[config.mk]
export PLATFORM = sky130hd
export DESIGN_NAME = irw_top
export DESIGN_NICKNAME = d
export VERILOG_FILES = /design/src/rtl/irw_pkg.sv /design/src/rtl/irw_decode.sv /design/src/rtl/irw_select.sv /design/src/rtl/irw_ctrl_regs.sv /design/src/rtl/irw_table.sv /design/src/rtl/irw_top.sv
export SDC_FILE = /design/constraint.sdc
export NUM_CORES = 2
export LEC_CHECK = 0
export BUFFER_PORTS_ARGS = -buffer_cell sky130_fd_sc_hd__buf_2
export CORE_AREA = 4 4 634 636
export CTS_BUF_LIST = sky130_fd_sc_hd__clkbuf_8
export DETAILED_ROUTE_END_ITERATION = 8
export DIE_AREA = 0 0 638 640
export PLACE_DENSITY = 0.33
export REMOVE_ABC_BUFFERS = 1
export SLEW_MARGIN = 20
export SYNTH_ARGS = -nofsm -noshare
export SYNTH_HDL_FRONTEND = slang
export SYNTH_SLANG_ARGS = --single-unit
[constraint.sdc]
create_clock -name clk -period 3.4 [get_ports clk]
set_input_delay 0.51 -clock clk [delete_from_list [all_inputs] [get_ports clk]]
set_output_delay 0.51 -clock clk [all_outputs]
set_load 0.02 [all_outputs]
[src/rtl/irw_pkg.sv]
package irw_pkg;
  localparam logic [7:0] OFF_SEL  = 8'h00;
  localparam logic [7:0] OFF_WIN  = 8'h10;
  localparam logic [7:0] IDX_ID   = 8'h00;
  localparam logic [7:0] IDX_VER  = 8'h01;
  localparam logic [7:0] IDX_ARB  = 8'h02;
  localparam logic [7:0] TBL_BASE = 8'h10;
  localparam int         ID_LSB   = 24;
  localparam int         CNT_LSB  = 16;

  // entry number reached by a table index
  function automatic logic [7:0] tbl_entry(input logic [7:0] sel);
    logic [7:0] d;
    d = sel - TBL_BASE;
    return {1'b0, d[7:1]};
  endfunction

  // index falls inside the table of npins entries
  function automatic logic tbl_in_range(input logic [7:0] sel, input int npins);
    return (sel >= TBL_BASE) && (int'(sel) < int'(TBL_BASE) + 2 * npins);
  endfunction

  // version word: code in the low byte, last entry number in the count field
  function automatic logic [31:0] ver_word(input logic [7:0] code, input int npins);
    logic [7:0] cnt;
    cnt = 8'(npins - 1);
    return (32'(cnt) << CNT_LSB) | 32'(code);
  endfunction
endpackage

[src/rtl/irw_decode.sv]
module irw_decode #(
  parameter int ADDR_W = 12
) (
  input  logic [ADDR_W-1:0] addr,
  input  logic [2:0]        size,
  output logic              sel_acc,
  output logic              win_acc,
  output logic              win_ok
);
  import irw_pkg::*;

  logic [7:0] off;
  assign off = addr[7:0];

  generate
    if (ADDR_W > 8) begin : g_hi
      logic unused_addr_hi;
      assign unused_addr_hi = ^addr[ADDR_W-1:8];
    end
  endgenerate

  assign sel_acc = (off == OFF_SEL);
  assign win_acc = (off == OFF_WIN);
  assign win_ok  = win_acc && (size == 3'd4);
endmodule

[src/rtl/irw_select.sv]
module irw_select (
  input  logic       clk,
  input  logic       rst_n,
  input  logic       wr_sel,
  input  logic [7:0] wdata_lo,
  output logic [7:0] sel_q
);
  always_ff @(posedge clk or negedge rst_n) begin
    if (!rst_n)      sel_q <= '0;
    else if (wr_sel) sel_q <= wdata_lo;
  end
endmodule

[src/rtl/irw_ctrl_regs.sv]
module irw_ctrl_regs #(
  parameter int         NPINS    = 24,
  parameter int         ID_W     = 4,
  parameter logic [7:0] VER_CODE = 8'h20
) (
  input  logic            clk,
  input  logic            rst_n,
  input  logic            wr_win,
  input  logic [7:0]      sel,
  input  logic [ID_W-1:0] wdata_id,
  output logic [ID_W-1:0] id_q,
  output logic            ctrl_hit,
  output logic [31:0]     ctrl_rd
);
  import irw_pkg::*;

  logic wr_id;
  assign wr_id = wr_win && (sel == IDX_ID);

  always_ff @(posedge clk or negedge rst_n) begin
    if (!rst_n)     id_q <= '0;
    else if (wr_id) id_q <= wdata_id;
  end

  assign ctrl_hit = (sel == IDX_ID) || (sel == IDX_VER) || (sel == IDX_ARB);

  always_comb begin
    unique case (sel)
      IDX_ID, IDX_ARB: ctrl_rd = 32'(id_q) << ID_LSB;
      IDX_VER:         ctrl_rd = ver_word(VER_CODE, NPINS);
      default:         ctrl_rd = '0;
    endcase
  end
endmodule

[src/rtl/irw_table.sv]
module irw_table #(
  parameter int NPINS = 24
) (
  input  logic               clk,
  input  logic               rst_n,
  input  logic               wr_win,
  input  logic [7:0]         sel,
  input  logic [31:0]        wdata,
  output logic [64*NPINS-1:0] tbl_flat,
  output logic               tbl_hit,
  output logic [31:0]        tbl_rd
);
  import irw_pkg::*;

  logic [7:0] ent;
  assign ent     = tbl_entry(sel);
  assign tbl_hit = tbl_in_range(sel, NPINS);

  for (genvar e = 0; e < NPINS; e++) begin : g_ent
    logic [63:0] ent_q;
    logic        sel_me, lo_we, hi_we;
    assign sel_me = tbl_hit && (int'(ent) == e);
    assign lo_we  = wr_win && sel_me && !sel[0];
    assign hi_we  = wr_win && sel_me &&  sel[0];
    always_ff @(posedge clk or negedge rst_n) begin
      if (!rst_n) ent_q <= '0;
      else begin
        if (lo_we) ent_q[31:0]  <= wdata;
        if (hi_we) ent_q[63:32] <= wdata;
      end
    end
    assign tbl_flat[64*e +: 64] = ent_q;
  end

  always_comb begin
    tbl_rd = '0;
    for (int e = 0; e < NPINS; e++) begin
      if (tbl_hit && int'(ent) == e)
        tbl_rd = sel[0] ? tbl_flat[64*e+32 +: 32] : tbl_flat[64*e +: 32];
    end
  end
endmodule

[src/rtl/irw_top.sv]
module irw_top #(
  parameter int         NPINS    = 24,
  parameter int         ADDR_W   = 12,
  parameter int         ID_W     = 4,
  parameter logic [7:0] VER_CODE = 8'h20
) (
  input  logic                clk,
  input  logic                rst_n,
  input  logic                bus_req,
  input  logic                bus_we,
  input  logic [ADDR_W-1:0]   bus_addr,
  input  logic [2:0]          bus_size,
  input  logic [31:0]         bus_wdata,
  output logic [31:0]         bus_rdata,
  output logic [64*NPINS-1:0] tbl_flat,
  output logic                svc_pulse
);
  import irw_pkg::*;

  logic            sel_acc, win_acc, win_ok;
  logic            wr_sel, wr_win;
  logic [7:0]      sel_q;
  logic [ID_W-1:0] id_q;
  logic            ctrl_hit, tbl_hit;
  logic [31:0]     ctrl_rd, tbl_rd;

  irw_decode #(.ADDR_W(ADDR_W)) u_dec (
    .addr(bus_addr), .size(bus_size),
    .sel_acc(sel_acc), .win_acc(win_acc), .win_ok(win_ok)
  );

  assign wr_sel = bus_req && bus_we && sel_acc;
  assign wr_win = bus_req && bus_we && win_ok;

  irw_select u_sel (
    .clk(clk), .rst_n(rst_n), .wr_sel(wr_sel),
    .wdata_lo(bus_wdata[7:0]), .sel_q(sel_q)
  );

  irw_ctrl_regs #(.NPINS(NPINS), .ID_W(ID_W), .VER_CODE(VER_CODE)) u_ctrl (
    .clk(clk), .rst_n(rst_n), .wr_win(wr_win), .sel(sel_q),
    .wdata_id(bus_wdata[ID_LSB +: ID_W]), .id_q(id_q),
    .ctrl_hit(ctrl_hit), .ctrl_rd(ctrl_rd)
  );

  irw_table #(.NPINS(NPINS)) u_tbl (
    .clk(clk), .rst_n(rst_n), .wr_win(wr_win), .sel(sel_q),
    .wdata(bus_wdata), .tbl_flat(tbl_flat),
    .tbl_hit(tbl_hit), .tbl_rd(tbl_rd)
  );

  always_ff @(posedge clk or negedge rst_n) begin
    if (!rst_n) svc_pulse <= 1'b0;
    else        svc_pulse <= wr_win && tbl_hit;
  end

  always_comb begin
    bus_rdata = '0;
    if (bus_req && !bus_we) begin
      if (sel_acc)     bus_rdata = {24'b0, sel_q};
      else if (win_ok) bus_rdata = ctrl_hit ? ctrl_rd : tbl_rd;
    end
  end
endmodule

==> PnR_summary.wiki <==
{| class="wikitable"
! Metric !! Value
|-
| Slowest library cell on the worst path || o211ai_1
|-
| Ys async rst share || 1.000
|-
| Maximum level of the CTS H-tree || 5
|-
| Total wirelength of the detailed-routed design || 519,600 um
|-
| Via count of the first global-routing pass || 65,418
|-
| IO buf count || 1,615
|-
| Synthesized cell area || 73,750 um2
|-
| Number of placed instances with taps included || 13,082
|-
| Initial antenna violation count || 36
|-
| List of cells traversed by the critical path || inv_2 > ha_4 > buf_6 > nor2b_4 > nand4_1 > buf_12 > buf_12 > o22ai_4 > nor4_2 > o221ai_1 > buf_4 > nand4_1 > o211ai_1 > a221o_1 > buf_6
|-
| Crit end category || output port
|-
| Hold Fails Final Rpt || 0
|-
| Worst vdd ir || 0.2486 mV
|-
| Time the worst path needs with I/O delays and setup || 5.134 ns
|-
| Slew at the pin with the worst max-slew slack || 1.152 ns
|-
| Post-detail-place hpwl || 406,700 um
|-
| Max Transition Viols Final || 0
|-
| Clock tree from TritonCTS || yes
|-
| Post-route worst setup slack || -1.734 ns
|-
| Post-route ant nets || 0
|-
| FP Rows || 231
|-
| Area growth, synth to finish || 45.84%
|-
| Largest area contributor in the netlist || dfrtp_1
|-
| Portion of the post-synthesis area used by sequential elements || 0.5256
|-
| Dominant register cell in the synthesized netlist || dfrtp_1
|-
| Worst-case headroom to the max-slew limit || 0.2318
|-
| Via count || 63,588
|-
| Final setup violation count || 42
|-
| Number of instances in the synthesized netlist || 5,687
|-
| I/O pins || 1,620
|-
| Setup repair after global routing missed its margin || yes
|-
| Violated checks || setup timing
|-
| Wire length of the first global-routing pass || 666,300 um
|-
| Sink Count || 1,549
|-
| Avg WL per Cell || 37.68 um
|-
| Number of fill cells in the layout || 41,679
|-
| Yosys top cell area share || 0.5256
|-
| X dimension of the die || 638 um
|-
| Share of cells above drive strength 1 || 0.6122
|-
| Leading post-synthesis cells by cell area || dfrtp_1 53%, mux2_2 24%, mux2i_1 8.3%
|-
| Worst slack at placement || -1.778 ns
|-
| Setup clock skew after layout || 0.1163 ns
|-
| Number of clock buffers inserted by TritonCTS || 322
|-
| Part of the cycle the worst path needs || 1.510
|-
| Total of warnings raised by yosys || 0
|-
| Final design utilization || 0.2718
|-
| GR Overflow Total || 0
|-
| Ratio of total power to cell area || 392.6 nW/um2
|-
| Die Span Y || 640 um
|-
| Number of DRC markers after the initial detailed-route iteration || 4,548
|-
| Clock transition at the registers of the reported paths || 0.05 ns
|-
| Setup TNS after final layout || -48.23 ns
|-
| Buffer type at the clock tree root || clkbuf_8
|-
| Top library cells by usage in the layout, fill and taps aside || 1,579 x buf_2, 1,562 x mux2_2, 1,546 x dfrtp_1
|-
| Pre-Repair DR Iteration Count || 5
|-
| Routability-driven placement congestion ratio || 0.9167
|-
| Maximum clock frequency || 0.1948 GHz
|-
| Maximum count of clock buffers along a single path || 4
|-
| Seq cells post-synth || 1,549
|-
| Run status || finished, violations left
|-
| Min-delay worst type || input pin to register
|-
| Die area || 408,300 um2
|-
| Arrival time at the worst endpoint || 4.62 ns
|-
| Max-capacitance violation count || 0
|-
| Sequential Area || 38,770 um2
|-
| Number of nets in the layout || 8,347
|-
| Post-synth cell types || 80
|-
| Start-to-end type of the worst setup path || register to output port
|-
| Average footprint of a synthesized cell || 12.97 um2
|-
| DR vias/cell || 4.612
|-
| Buf/Inv on CP || 6
|-
| Aggregate global-route resource usage || 0.2423
|-
| Type of origin of the critical path || register
|-
| Area inside the core boundary || 395,700 um2
|-
| Family with the most delay on the worst path || compound AO/OA/AOI/OAI gates
|-
| Final standard cell count with taps included and fillers excluded || 13,789
|-
| Area taken by multi-input logic gates || 35,410 um2
|-
| Count of unresolved DRC violations after routing || 0
|-
| Required time at the endpoint of the critical path || 2.89 ns
|-
| Maximum fanout encountered on the critical timing path || 6
|-
| Maximum number of pins on one net before global-route repair || 122
|-
| Delay of the slowest critical-path stage || 0.50 ns
|-
| Count of flip-flops with a built-in enable after synthesis || 0
|-
| Initial cell density of the core || 0.1864
|-
| Final instance area || 107,600 um2
|-
| Most frequent standard cell in the layout excluding fill and tap cells || buf_2
|-
| Leakage || 53.54 nW
|-
| Placed cell area || 97,080 um2
|-
| Later-pin clock latency in the skew report || 1.14 ns
|}
==> through the flow <==
step,hold slack [ns],power [mW]
detailed placement,0.4981,21.89
floorplan,0.2144,20.02
global route,0.03759,43.84
finish,0.1099,42.22
global placement,0.4899,21.88
CTS,0.002892,42.78
==> worst reg2reg max path: cells and delay by family, from the launching register on <==
kind | cells | cell delay, ns
flops | 1 | 0.40
simple gates | 3 | 0.43
compound gates | 1 | 0.38
mux | 1 | 0.33
fa+ha+maj | 1 | 0.24
buf+inv | 10 | 1.53
==> logic make-up (layout without fill, tap and decap cells) <==
group	count (synthesis)	count (layout)	synth area share
AO/OA/AOI/OAI	832	832	0.07263
flip-flops	1549	1549	0.5256
other	0	27	0
XOR/XNOR	2	2	0.0003394
multiplexers	2277	2277	0.3378
adder cells (fa/ha/maj)	3	3	0.0005090
buffers and inverters	554	3387	0.03300
AND/OR/NAND/NOR	470	470	0.03015
==> cells in the mapped netlist (all sizes together), types with 4 or more instances <==
| cell | count |
|---|---|
| a32oi | 5 |
| o21ai | 192 |
| nand2 | 116 |
| nand3 | 25 |
| o21a | 6 |
| a21oi | 211 |
| a22o | 8 |
| a211o | 11 |
| o221ai | 46 |
| inv | 4 |
| a21o | 4 |
| buf | 293 |
| o211ai | 28 |
| nor3b | 4 |
| a31oi | 27 |
| nor2 | 178 |
| clkbuf | 257 |
| dfrtp | 1549 |
| nor3 | 35 |
| o22ai | 116 |
| mux2 | 1663 |
| o31ai | 5 |
| and2 | 6 |
| mux2i | 611 |
| o41ai | 4 |
| o211a | 4 |
| o2111ai | 12 |
| o22a | 16 |
| a221oi | 20 |
| a211oi | 58 |
| a2111oi | 7 |
| nand4 | 22 |
| a221o | 9 |
| a311oi | 7 |
| or3 | 5 |
| nor2b | 36 |
| nor4 | 21 |
| a22oi | 14 |
==> sequential cells by signal, indices dropped and copies added (netlist names) <==
name,count
svc_pulse,1
u_ctrl.id_q,4
u_sel.sel_q,8
u_tbl.g_ent.ent_q,1536
==> final cells by class <==
type                       count  share of cell area
sequential                  1549              0.3605
multi-input combinational   3584              0.3292
timing repair buffer        2832              0.1909
tap                         5242             0.06098
clock buffer                 379             0.04850
clock inverter               172            0.009132
antenna                       27           0.0006282
inverter                       4           0.0001745
==> per-layer routing <==
layer  global-route usage  routed length, um  vias up  part of all wire
met3              0.05343              32400      664             0.062
met4              0.09540              24930        6             0.048
met5                    0                 34        -          0.000065
met1               0.3000             212200    34145              0.41
met2               0.4082             250000     2477              0.48
li1                     -                  -    26296                 -
==> where the power goes <==
group / leakage, nW / total (mW) / internal [mW] / switching, mW
clock network: 3.62 / 20.1 / 10.6 / 9.52
registers: 21.6 / 18.5 / 18.5 / 0.00870
logic: 28.3 / 3.69 / 1.29 / 2.40
total: 53.5 / 42.2 / 30.3 / 11.9
==> worst paths after layout <==
path,to,cells after the start,start,slack (ns)
worst max-delay path,bus_rdata[3],15,u_sel.sel_q[4]$_DFFE_PN0P_,-1.73
worst min-delay path,u_tbl.g_ent[22].ent_q[32]$_DFFE_PN0P_,2,bus_wdata[0],0.11
worst max register to register,u_tbl.g_ent[20].ent_q[54]$_DFFE_PN0P_,16,u_sel.sel_q[4]$_DFFE_PN0P_,-0.03
worst min register to register,u_tbl.g_ent[14].ent_q[18]$_DFFE_PN0P_,1,u_tbl.g_ent[14].ent_q[18]$_DFFE_PN0P_,0.51
max in group asynchronous,u_tbl.g_ent[15].ent_q[10]$_DFFE_PN0P_,4,rst_n,0.97
min in group asynchronous,u_tbl.g_ent[6].ent_q[10]$_DFFE_PN0P_,3,rst_n,0.62
==> repair_timing <==
| action | in CTS | in global routing |
|---|---|---|
| buffers inserted | 90 | 30 |
| resized for setup | 440 | 207 |
| cloned | 2 | 7 |
| pin swaps | 132 | 85 |
| hold endpoints to repair | 474 | 0 |
| setup endpoints to repair | 302 | 68 |
| hold buffers | 17 | 0 |
No activity file was read; power rests on OpenSTA's default activity.
